**config.mk**
```make
export PLATFORM = sky130hd
export DESIGN_NAME = hbus_slave
export DESIGN_NICKNAME = d
export VERILOG_FILES = /design/src/rtl/hbus_pkg.sv /design/src/rtl/hbus_sync.sv /design/src/rtl/hbus_decode.sv /design/src/rtl/hbus_xfer.sv /design/src/rtl/hbus_slave.sv
export SDC_FILE = /design/constraint.sdc
export NUM_CORES = 1
export LEC_CHECK = 0
export BUFFER_PORTS_ARGS = -buffer_cell sky130_fd_sc_hd__clkbuf_2
export CAP_MARGIN = 20
export CELL_PAD_IN_SITES_DETAIL_PLACEMENT = 1
export CELL_PAD_IN_SITES_GLOBAL_PLACEMENT = 2
export CORE_UTILIZATION = 33
export CTS_BUF_LIST = sky130_fd_sc_hd__clkbuf_4 sky130_fd_sc_hd__clkbuf_8 sky130_fd_sc_hd__clkbuf_16
export CTS_CLUSTER_DIAMETER = 40
export CTS_CLUSTER_SIZE = 30
export DETAILED_ROUTE_END_ITERATION = 8
export PLACE_DENSITY = 0.72
export SLEW_MARGIN = 20
export SYNTH_ARGS = -nofsm -noshare
export SYNTH_HDL_FRONTEND = slang
export SYNTH_SLANG_ARGS = --single-unit
```
**constraint.sdc**
```tcl
create_clock -name clk_i -period 1.7 [get_ports clk_i]
set_input_delay 0 -clock clk_i [delete_from_list [all_inputs] [get_ports clk_i]]
set_output_delay 0 -clock clk_i [all_outputs]
set_load 0.005 [all_outputs]
```
**src/rtl/hbus_pkg.sv**
```systemverilog
package hbus_pkg;
  localparam int unsigned HBUS_AW = 9;
  localparam int unsigned HBUS_DW = 8;

  typedef enum logic [1:0] {
    ST_IDLE,
    ST_ACCESS,
    ST_HOLD
  } xfer_state_e;
endpackage

```
**src/rtl/hbus_sync.sv**
```systemverilog
module hbus_sync #(
  parameter int unsigned W = 1,
  parameter int unsigned STAGES = 2,
  parameter logic [W-1:0] RST_VAL = '1
) (
  input  logic         clk_i,
  input  logic         rst_ni,
  input  logic [W-1:0] d_i,
  output logic [W-1:0] q_o
);
  logic [STAGES-1:0][W-1:0] stg_q;

  for (genvar i = 0; i < STAGES; i++) begin : g_stage
    if (i == 0) begin : g_first
      always_ff @(posedge clk_i or negedge rst_ni) begin
        if (!rst_ni) stg_q[0] <= RST_VAL;
        else         stg_q[0] <= d_i;
      end
    end else begin : g_next
      always_ff @(posedge clk_i or negedge rst_ni) begin
        if (!rst_ni) stg_q[i] <= RST_VAL;
        else         stg_q[i] <= stg_q[i-1];
      end
    end
  end

  assign q_o = stg_q[STAGES-1];
endmodule

```
**src/rtl/hbus_decode.sv**
```systemverilog
module hbus_decode (
  input  logic mode_i,
  input  logic cs_ni,
  input  logic ctl_a_i,
  input  logic ctl_b_i,
  output logic req_o,
  output logic is_rd_o
);
  logic strobe;

  always_comb begin
    if (mode_i) begin
      // separate active-low strobes, read wins if both low
      strobe  = !ctl_a_i || !ctl_b_i;
      is_rd_o = !ctl_a_i;
    end else begin
      strobe  = !ctl_b_i;
      is_rd_o = ctl_a_i;
    end
    req_o = strobe && !cs_ni;
  end
endmodule

```
**src/rtl/hbus_xfer.sv**
```systemverilog
module hbus_xfer
  import hbus_pkg::*;
#(
  parameter int unsigned AW = HBUS_AW,
  parameter int unsigned DW = HBUS_DW
) (
  input  logic          clk_i,
  input  logic          rst_ni,
  input  logic          req_i,
  input  logic          is_rd_i,
  input  logic [AW-1:0] addr_i,
  input  logic [DW-1:0] wdata_i,
  input  logic [DW-1:0] rdata_i,
  output logic [AW-1:0] reg_addr_o,
  output logic [DW-1:0] reg_wdata_o,
  output logic          reg_we_o,
  output logic          reg_re_o,
  output logic [DW-1:0] data_o,
  output logic          data_oe_o,
  output logic          rdy_no
);
  xfer_state_e state_q, state_d;
  logic          req_q, start, rd_q, we_q, re_q;
  logic [AW-1:0] addr_q;
  logic [DW-1:0] wdata_q, hold_q;

  assign start = (state_q == ST_IDLE) && req_i && !req_q;

  always_comb begin
    state_d = state_q;
    unique case (state_q)
      ST_IDLE:   if (start) state_d = ST_ACCESS;
      ST_ACCESS: state_d = ST_HOLD;
      ST_HOLD:   if (!req_i) state_d = ST_IDLE;
      default:   state_d = ST_IDLE;
    endcase
  end

  always_ff @(posedge clk_i or negedge rst_ni) begin
    if (!rst_ni) begin
      state_q <= ST_IDLE;
      req_q   <= 1'b0;
      rd_q    <= 1'b0;
      we_q    <= 1'b0;
      re_q    <= 1'b0;
      addr_q  <= '0;
      wdata_q <= '0;
      hold_q  <= '0;
    end else begin
      state_q <= state_d;
      req_q   <= req_i;
      we_q    <= start && !is_rd_i;
      re_q    <= start && is_rd_i;
      if (start) begin
        addr_q  <= addr_i;
        wdata_q <= wdata_i;
        rd_q    <= is_rd_i;
      end
      if (state_q == ST_ACCESS && rd_q) hold_q <= rdata_i;
    end
  end

  assign reg_addr_o  = addr_q;
  assign reg_wdata_o = wdata_q;
  assign reg_we_o    = we_q;
  assign reg_re_o    = re_q;
  assign data_o      = hold_q;
  assign rdy_no      = (state_q != ST_HOLD);
  assign data_oe_o   = (state_q == ST_HOLD) && rd_q && req_i;


  we_pulse_chk: assert property (@(posedge clk_i) disable iff (!rst_ni)
    reg_we_o |=> !reg_we_o);

  re_pulse_chk: assert property (@(posedge clk_i) disable iff (!rst_ni)
    reg_re_o |=> !reg_re_o);

  pulse_excl_chk: assert property (@(posedge clk_i) disable iff (!rst_ni)
    !(reg_we_o && reg_re_o));

  rdy_after_access_chk: assert property (@(posedge clk_i) disable iff (!rst_ni)
    $fell(rdy_no) |-> $past(reg_we_o || reg_re_o));

  oe_needs_rdy_chk: assert property (@(posedge clk_i) disable iff (!rst_ni)
    data_oe_o |-> !rdy_no);

  hold_stable_chk: assert property (@(posedge clk_i) disable iff (!rst_ni)
    (!rdy_no && $past(!rdy_no)) |-> $stable(data_o));
endmodule

```
**src/rtl/hbus_slave.sv**
```systemverilog
module hbus_slave
  import hbus_pkg::*;
#(
  parameter int unsigned AW = HBUS_AW,
  parameter int unsigned DW = HBUS_DW,
  parameter int unsigned SYNC_STAGES = 2
) (
  input  logic          clk_i,
  input  logic          rst_ni,
  input  logic          mode_i,
  input  logic          cs_ni,
  input  logic          ctl_a_i,
  input  logic          ctl_b_i,
  input  logic [AW-1:0] addr_i,
  input  logic [DW-1:0] data_i,
  output logic [DW-1:0] data_o,
  output logic          data_oe_o,
  output logic          rdy_no,
  output logic [AW-1:0] reg_addr_o,
  output logic [DW-1:0] reg_wdata_o,
  output logic          reg_we_o,
  output logic          reg_re_o,
  input  logic [DW-1:0] reg_rdata_i
);
  localparam int unsigned SW = 4 + AW + DW;

  logic [SW-1:0] raw, syn;
  logic          mode_s, cs_ns, ctl_a_s, ctl_b_s;
  logic [AW-1:0] addr_s;
  logic [DW-1:0] data_s;
  logic          req, is_rd;

  assign raw = {mode_i, cs_ni, ctl_a_i, ctl_b_i, addr_i, data_i};

  hbus_sync #(.W(SW), .STAGES(SYNC_STAGES), .RST_VAL('1)) i_sync (
    .clk_i (clk_i),
    .rst_ni(rst_ni),
    .d_i   (raw),
    .q_o   (syn)
  );

  assign {mode_s, cs_ns, ctl_a_s, ctl_b_s, addr_s, data_s} = syn;

  hbus_decode i_decode (
    .mode_i (mode_s),
    .cs_ni  (cs_ns),
    .ctl_a_i(ctl_a_s),
    .ctl_b_i(ctl_b_s),
    .req_o  (req),
    .is_rd_o(is_rd)
  );

  hbus_xfer #(.AW(AW), .DW(DW)) i_xfer (
    .clk_i      (clk_i),
    .rst_ni     (rst_ni),
    .req_i      (req),
    .is_rd_i    (is_rd),
    .addr_i     (addr_s),
    .wdata_i    (data_s),
    .rdata_i    (reg_rdata_i),
    .reg_addr_o (reg_addr_o),
    .reg_wdata_o(reg_wdata_o),
    .reg_we_o   (reg_we_o),
    .reg_re_o   (reg_re_o),
    .data_o     (data_o),
    .data_oe_o  (data_oe_o),
    .rdy_no     (rdy_no)
  );


  no_pulse_deselected_chk: assert property (@(posedge clk_i) disable iff (!rst_ni)
    (cs_ns && $past(cs_ns) && $past(cs_ns, 2) && rdy_no) |=> !(reg_we_o || reg_re_o));
endmodule

```
==> results of run 1 <==
==> worst max-delay path, delay by kind of cell (launching register included) <==
family / cells / cell delay [ns]
and+or+nand+nor: 1 / 0.54
DFF: 1 / 0.37
muxes: 1 / 0.32
buffers and inverters: 1 / 0.20
AOI/OAI and AO/OA: 1 / 0.18
==> cells by family after synthesis <==
group | synth area share
multiplexers | 0.1284
XOR/XNOR | 0.003843
AO/OA/AOI/OAI | 0.01262
AND/OR/NAND/NOR | 0.01921
flip-flops | 0.8244
buffers and inverters | 0.01152
==> metal layers <==
metal / up-vias / GRT usage / part of all wire
met5: - / 0 / 0
met3: 12 / 0.03307 / 0.027
met1: 645 / 0.1533 / 0.41
li1: 592 / - / -
met4: 0 / 0.08783 / 0.030
met2: 36 / 0.2493 / 0.53
==> final cells by class <==
cell class	count	area share
sequential	73	0.5649
timing repair buffer	97	0.2042
multi-input combinational	38	0.1350
clock buffer	9	0.03723
tap	77	0.02896
clock inverter	7	0.02858
inverter	1	0.001128
==> worst max path at each step <==
stage	from	endpoint	slack, ns	cells past startpoint
global placement	i_xfer.state_q[0]$_DFFE_PN0P_	i_xfer.reg_wdata_o[0]$_DFFE_PN0P_	-0.02	4
detailed placement	i_xfer.state_q[0]$_DFFE_PN0P_	i_xfer.reg_addr_o[8]$_DFFE_PN0P_	-0.08	4
floorplan	i_xfer.state_q[0]$_DFFE_PN0P_	i_xfer.rd_q$_DFFE_PN0P_	0.004	4
finish	i_sync.q_o[19]$_DFF_PN1_	i_xfer.reg_wdata_o[0]$_DFFE_PN0P_	-0.02	4
global route	i_sync.q_o[19]$_DFF_PN1_	i_xfer.reg_addr_o[6]$_DFFE_PN0P_	-0.05	4
CTS	i_xfer.state_q[1]$_DFFE_PN0P_	i_xfer.reg_wdata_o[0]$_DFFE_PN0P_	-0.06	5
==> state kept, by name, summed over array words and instances, names as in the netlist <==
name                cells
i_sync.q_o             21
i_xfer.reg_we_o         1
i_xfer.reg_wdata_o      8
i_xfer.req_q            1
i_xfer.reg_addr_o       9
i_sync.stg_q           21
i_xfer.data_o           8
i_xfer.state_q          2
i_xfer.reg_re_o         1
i_xfer.rd_q             1
==> per-stage QoR <==
step / cells / hold WS, ns
final: 302 / 0.2218
after global routing: 302 / 0.2681
after global placement: 253 / 0.04230
after detailed placement: 253 / 0.06223
after floorplan: 114 / -0.2956
after CTS: 303 / 0.2327
==> power by group through the flow <==
| stage | Combinational [mW] | Sequential, mW | Clock, mW |
|---|---|---|---|
| 6_report | 0.770 | 2.22 | 1.47 |
| 5_1_grt | 0.839 | 2.25 | 1.59 |
| 4_1_cts | 0.782 | 2.22 | 1.52 |
| 3_5_place_dp | 0.632 | 2.24 | 0 |
| 3_3_place_gp | 0.607 | 2.22 | 0 |
| 2_1_floorplan | 0.251 | 2.23 | 0 |
==> repair_timing <==
action | CTS | global route
cloned | 1 | 0
setup buffers | 3 | 1
hold buffers | 30 | 0
pin swaps | 1 | 1
gates resized for setup | 18 | 5
hold endpoints to repair | 102 | 0
endpoints found under the setup margin | 18 | 18
==> cell usage after synthesis <==
master,instances
nor2b_1,1
buf_6,2
a21oi_1,1
dfrtp_1,31
a211oi_1,1
nand3_1,1
a21oi_2,1
a21o_1,1
nand2b_1,2
and2_1,2
xor2_1,1
dfstp_2,42
or4_1,1
mux2_2,26
inv_1,1
==> reports/results.ini, run 1 <==
[run_status]
outcome=complete, but fails checks
violations=negative setup slack

[logic_synthesis]
syn_area_mm2=0.002280
avgSynthCellArea_um2=20.00
synth_top_area_frac=0.4841
yosys_warnings=0
syn_nets=145
synth.distinct_cells=15
ys_top_cells_by_area=dfstp_2 (48%), dfrtp_1 (34%), mux2_2 (13%), buf_6 (0.99%), and2_1 (0.55%)
yosys.area.top_type=dfstp_2
syn_inst=114
ys_seq_elements=73
ys_seq_area_frac=0.8244

[grt]
grt_max_degree=74
antenna_found_initial=0
grt_overflow=0
grt_pass1_wl_mm=7.534
grt_pass1_vias=1546
track_usage=0.1412

[die]
initial_core_util=0.3510
die_area_mm2=0.007245
num_rows=29
die_w_um=85.12
fp.dieH_um=85.12
io_pins=60
core_mm2=0.006495

[sta]
setup_viol_count_final=8
layout_setup_ws_ns=-0.02044
setup_tns_ns=-0.08862
slew_headroom=0.7501
fin_crit_sh=1.012
finalClockSkew_ns=0.008557
rsz0062_at_grt=yes
max_freq_ghz=0.5812
worst_pin_slew_ns=0.3738
layout_min_cycle_time_ns=1.720
slew_viol_final=0
finalHoldViolCount=0

[place]
post-dp-hpwl_mm=2.558
dpl_cell_area_mm2=0.002711
place_worst_setup_slack_ns=-0.07643
place_congestion=0.6541
io_buffers=59

[finish]
n_antenna_cell=0
multi_input_area_um2=449.2
area_growth_pct=45.94
nFillCells=623
regArea_mm2=0.001879
nets=251
drive_gt1_frac=0.6800
layout_common_cells=clkbuf_2 (58), dfstp_2 (42), dfrtp_1 (31)
fin_area_mm2=0.003327
mostFrequentLayoutCell=clkbuf_2
final_util=0.5122

[job]
cap_viol_max_count=0

[hold_path]
worstHoldPathType=in2async

[worst_setup_path]
critPathKind=reg2reg
rr_endpoint=i_xfer.reg_wdata_o[0]$_DFFE_PN0P_
cp_slowest_cell=or4_4
crit_arrival_ns=1.94
path_max_fanout=8
cpPeakStageDelay_ns=0.54
path_cells=or4_4, a21oi_4, buf_6, mux2_4
r2r_start=i_sync.q_o[19]$_DFF_PN1_
cp-end-kind=flip-flop
rr_worst_depth=4
cp-start-kind=flip-flop
crit_required_ns=1.92
r2r_setup_slack_ns=-0.02

[power]
p_int_mw=3.382
p_leak_nw=1.539
p_seq_frac=0.498
powerDensity_mw_per_mm2=1339
p_clk_frac=0.329
power_mw=4.455
swShare=0.2408
vdd_drop_max_mv=0.5301
power_frac_comb=0.173
power_switching_mw=1.073

[clock_network]
cts_root_buf=clkbuf_8
cts.clk_slew.worst_paths_ns=0.08
cts.sinks=73
clockBufferDepth=2
cts_tree=yes
htreeDepth=3
clkLatencyLatePin_ns=0.33
cts_made_buffers=9

[route]
routedWlPerCell_um=15.22
routed_via_density=4.255
routed_wl_mm=4.596
ant_nets=0
drt-initial-drc-count=39
vias=1285
drt-pass1-iter-count=4
route.detailed.drc=0

Power figures use the tool's default switching activity.
==> run 2, diff against run 1 <==
- CORE_ASPECT_RATIO: default -> 0.5
==> reports/results.ini, run 2 (synthesis gave the netlist of run 1 again) <==
[sta]
worst_pin_slew_ns=0.3920
fin_crit_sh=1.001
finalClockSkew_ns=0.005082
slew_viol_final=0
max_freq_ghz=0.5874
rsz0062_at_grt=yes
setup_viol_count_final=3
finalHoldViolCount=0
layout_setup_ws_ns=-0.002397
slew_headroom=0.7380
layout_min_cycle_time_ns=1.702

[route]
vias=1270
wl_met3_um=217
wl_met2_mm=1.988
met1_length_mm=1.557
routed_via_density=4.110
ant_nets=0
drt-pass1-iter-count=3
top_layer=met4
routed_wl_mm=3.846
routedWlPerCell_um=12.45
drt-initial-drc-count=47
route.detailed.drc=0

[finish]
area_growth_pct=47.26
drive_gt1_frac=0.6742
layout_common_cells=clkbuf_2 (58), dfstp_2 (42), dfrtp_1 (31)
nFillCells=614
n_antenna_cell=0
final_util=0.5282
fin_area_mm2=0.003357
nets=248
layout.cells.non_filler=309
mostFrequentLayoutCell=clkbuf_2

[job]
cap_viol_max_count=0

[die]
io_pins=60
core_mm2=0.006356
num_rows=20
initial_core_util=0.3587
fp.dieH_um=60.77
die_w_um=119.5
die_area_mm2=0.007264

[worst_setup_path]
crit_arrival_ns=1.90
path_max_fanout=11
cp-start-kind=flip-flop
cp-end-kind=flip-flop
rr_worst_depth=4
crit_required_ns=1.90
critPathKind=reg2reg
r2r_setup_slack_ns=-0.002

[place]
place_congestion=0.6004
place_worst_setup_slack_ns=-0.02309
io_buffers=59
dpl_cell_area_mm2=0.002713
dpl.cell_count=264

[grt]
grt_max_degree=74
antenna_found_initial=0
grt_pass1_vias=1330
grt_pass1_wl_mm=6.196
track_usage=0.1197
grt_overflow=0

[run_status]
outcome=complete, but fails checks
violations=negative setup slack

[hold_path]
worstHoldPathType=in2async

[power]
p_leak_nw=1.518
vdd_drop_max_mv=0.4520
powerDensity_mw_per_mm2=1448

[clock_network]
clkLatencyLatePin_ns=0.32
htreeDepth=3
cts_root_buf=clkbuf_16
cts.clk_slew.worst_paths_ns=0.05
cts.sinks=73
cts_tree=yes
post-cts-setup-buffer-count=0
cts_made_buffers=9
clockBufferDepth=2

==> run 2: routing by layer <==
metal  vias up  track usage
li1        588            -
met1       640       0.1261
met2        35       0.2114
met3         7      0.04699
met4         0      0.07500
met5         -            0
==> run 2: critical path, stage by stage, from the launching register on <==
cell	delay (ns)
dfrtp_1	0.37
or4_4	0.54
a21oi_4	0.15
buf_6	0.17
mux2_2	0.34
==> run 2: final timing paths <==
path / from / to
worst max-delay path: i_xfer.state_q[0]$_DFFE_PN0P_ / i_xfer.reg_wdata_o[4]$_DFFE_PN0P_
worst min-delay path: rst_ni / i_xfer.reg_wdata_o[0]$_DFFE_PN0P_
worst max register to register: i_xfer.state_q[0]$_DFFE_PN0P_ / i_xfer.reg_wdata_o[4]$_DFFE_PN0P_
worst min register to register: i_sync.stg_q[9]$_DFF_PN1_ / i_sync.q_o[9]$_DFF_PN1_
max in group asynchronous: rst_ni / i_sync.stg_q[12]$_DFF_PN1_
min in group clk_i: data_i[3] / i_sync.stg_q[3]$_DFF_PN1_
==> run 2: stage by stage <==
stage	hold slack, ns	power [mW]	setup TNS (ns)
3_3_place_gp	0.04900	2.817	0
5_1_grt	0.2870	5.090	-0.6838
6_report	0.2363	4.861	-0.004658
4_1_cts	0.2549	4.933	-0.2858
3_5_place_dp	0.05533	2.849	-0.2323
2_1_floorplan	-0.2956	2.480	0
==> run 2: layout make-up <==
cell class	instances	area [um2]	share of cell area
timing repair buffer	94	653.1	0.1946
sequential	73	1879	0.5598
clock buffer	12	260.3	0.07753
multi-input combinational	38	385.4	0.1148
tap	88	110.1	0.03280
clock inverter	3	65.06	0.01938
inverter	1	3.754	0.001118
==> run 2: power by group <==
group	internal (mW)	switching (mW)	total (mW)
Sequential	2.07	0.134	2.20
Combinational	0.418	0.247	0.665
Clock	1.37	0.628	2.00
==> run 2: what timing repair did <==
item / 4_1_cts / 5_1_grt
gates resized for setup: 2 / 2
hold endpoints to repair: 60 / 0
hold buffers: 30 / 0
gates cloned: 0 / 0
pin swaps: 0 / 0
setup endpoints to repair: 18 / 18
==> run 3, diff against run 2 <==
- CORE_UTILIZATION: 33 -> 36
- PLACE_DENSITY: 0.72 -> 0.75
- clock period: 1.7 -> 1.6 ns (I/O delays scaled with it)
==> reports/results.ini, run 3 (synthesis gave the netlist of run 1 again) <==
[run_status]
outcome=complete, but fails checks
violations=negative setup slack

[worst_setup_path]
cp-start-kind=flip-flop
r2r_start=i_xfer.state_q[1]$_DFFE_PN0P_
path_max_fanout=5
crit_arrival_ns=1.93
rr_worst_depth=4
r2r_setup_slack_ns=-0.12
rr_endpoint=i_xfer.rd_q$_DFFE_PN0P_
crit_required_ns=1.81
critPathKind=reg2reg
cp-end-kind=flip-flop

[sta]
worst_pin_slew_ns=0.5069
layout_min_cycle_time_ns=1.722
max_freq_ghz=0.5806
hold_slack_ns=0.1874
fin_crit_sh=1.077
rsz0062_at_grt=yes
finalHoldViolCount=0
setup_tns_ns=-1.825
slew_headroom=0.6620
finalClockSkew_ns=0.004505
layout_setup_ws_ns=-0.1225
slew_viol_final=0
setup_viol_count_final=18

[hold_path]
worstHoldPathType=in2async

[clock_network]
htreeDepth=3
cts_tree=yes
cts_made_buffers=9
clkLatencyLatePin_ns=0.32
clockBufferDepth=2
cts.sinks=73
cts.clk_slew.worst_paths_ns=0.06
cts_root_buf=clkbuf_16

[die]
core_mm2=0.006081
fp.dieH_um=58.27
num_rows=20
initial_core_util=0.3749
die_area_mm2=0.006674
io_pins=60
die_w_um=114.5

[finish]
final_util=0.5609
mostFrequentLayoutCell=clkbuf_2
nets=249
n_antenna_cell=0
area_growth_pct=49.62
fin_area_mm2=0.003411
drive_gt1_frac=0.6861
nFillCells=594
layout_common_cells=clkbuf_2 (58), dfstp_2 (42), dfrtp_1 (31)
layout.cells.non_filler=311

[grt]
grt_pass1_vias=1448
track_usage=0.1527
grt_max_degree=41
grt_pass1_wl_mm=7.079
antenna_found_initial=0
grt_overflow=0

[route]
drt-initial-drc-count=19
route.detailed.drc=0
vias=1295
ant_nets=0
drt-pass1-iter-count=3
routedWlPerCell_um=13.90
routed_wl_mm=4.324
routed_via_density=4.164

[power]
power_mw=5.201
vdd_drop_max_mv=0.5299
p_leak_nw=1.554
powerDensity_mw_per_mm2=1525

[place]
post-dp-hpwl_mm=2.453
io_buffers=59
dpl.cell_count=264
place_worst_setup_slack_ns=-0.1147
dpl_cell_area_mm2=0.002723
place_congestion=0.5708

[job]
cap_viol_max_count=0

## run 3: changes by cell type in the layout (fill, tap and decap cells not counted), moves of 2 or more
cell | before | now
mux2_4 | 0 | 10
mux2_2 | 26 | 16
buf_4 | 2 | 4
clkinv_4 | 0 | 2
clkbuf_8 | 2 | 0
## run 3: layout make-up
type | count | area, um2 | share of cell area
Clock inverter | 7 | 95.09 | 0.02788
Inverter | 1 | 3.754 | 0.001101
Clock buffer | 9 | 225.2 | 0.06603
Tap cell | 88 | 110.1 | 0.03228
Sequential cell | 73 | 1879 | 0.5510
Timing Repair Buffer | 95 | 666.9 | 0.1955
Multi-Input combinational cell | 38 | 430.4 | 0.1262
## run 3: per-layer routing
metal	GRT usage	vias to the layer above	part of all wire
met3	0.06276	10	0.039
met5	0	-	0
met1	0.1549	667	0.39
li1	-	588	-
met2	0.2788	30	0.55
met4	0.07421	0	0.017
## run 3: what timing repair did
item	in CTS	in global routing
setup buffers	0	0
hold buffers	30	0
pin swaps	0	0
hold endpoints to repair	51	0
endpoints found under the setup margin	18	19
cloned	1	0
resized for setup	12	4
## run 3: power by group
| part | internal [mW] | switching (mW) |
|---|---|---|
| Combinational | 0.492 | 0.282 |
| Sequential | 2.19 | 0.153 |
| Clock | 1.36 | 0.718 |
| Total | 4.05 | 1.15 |
## run 3: critical path, cell delays in order (launching register included)
cell and delay, ns:
dfrtp_1 0.38, or4_4 0.53, a21oi_4 0.19, buf_4 0.17
mux2_2 0.34
## run 3: worst max path at each step
stage	depth (start not counted)	start	end	slack [ns]
global route	4	i_xfer.state_q[1]$_DFFE_PN0P_	i_xfer.reg_addr_o[2]$_DFFE_PN0P_	-0.17
finish	4	i_xfer.state_q[1]$_DFFE_PN0P_	i_xfer.rd_q$_DFFE_PN0P_	-0.12
global placement	4	i_xfer.state_q[1]$_DFFE_PN0P_	i_xfer.reg_wdata_o[5]$_DFFE_PN0P_	-0.09
CTS	4	i_xfer.state_q[1]$_DFFE_PN0P_	i_xfer.reg_addr_o[5]$_DFFE_PN0P_	-0.13
floorplan	4	i_xfer.state_q[1]$_DFFE_PN0P_	i_xfer.rd_q$_DFFE_PN0P_	-0.07
detailed placement	4	i_xfer.state_q[1]$_DFFE_PN0P_	i_xfer.reg_wdata_o[4]$_DFFE_PN0P_	-0.11
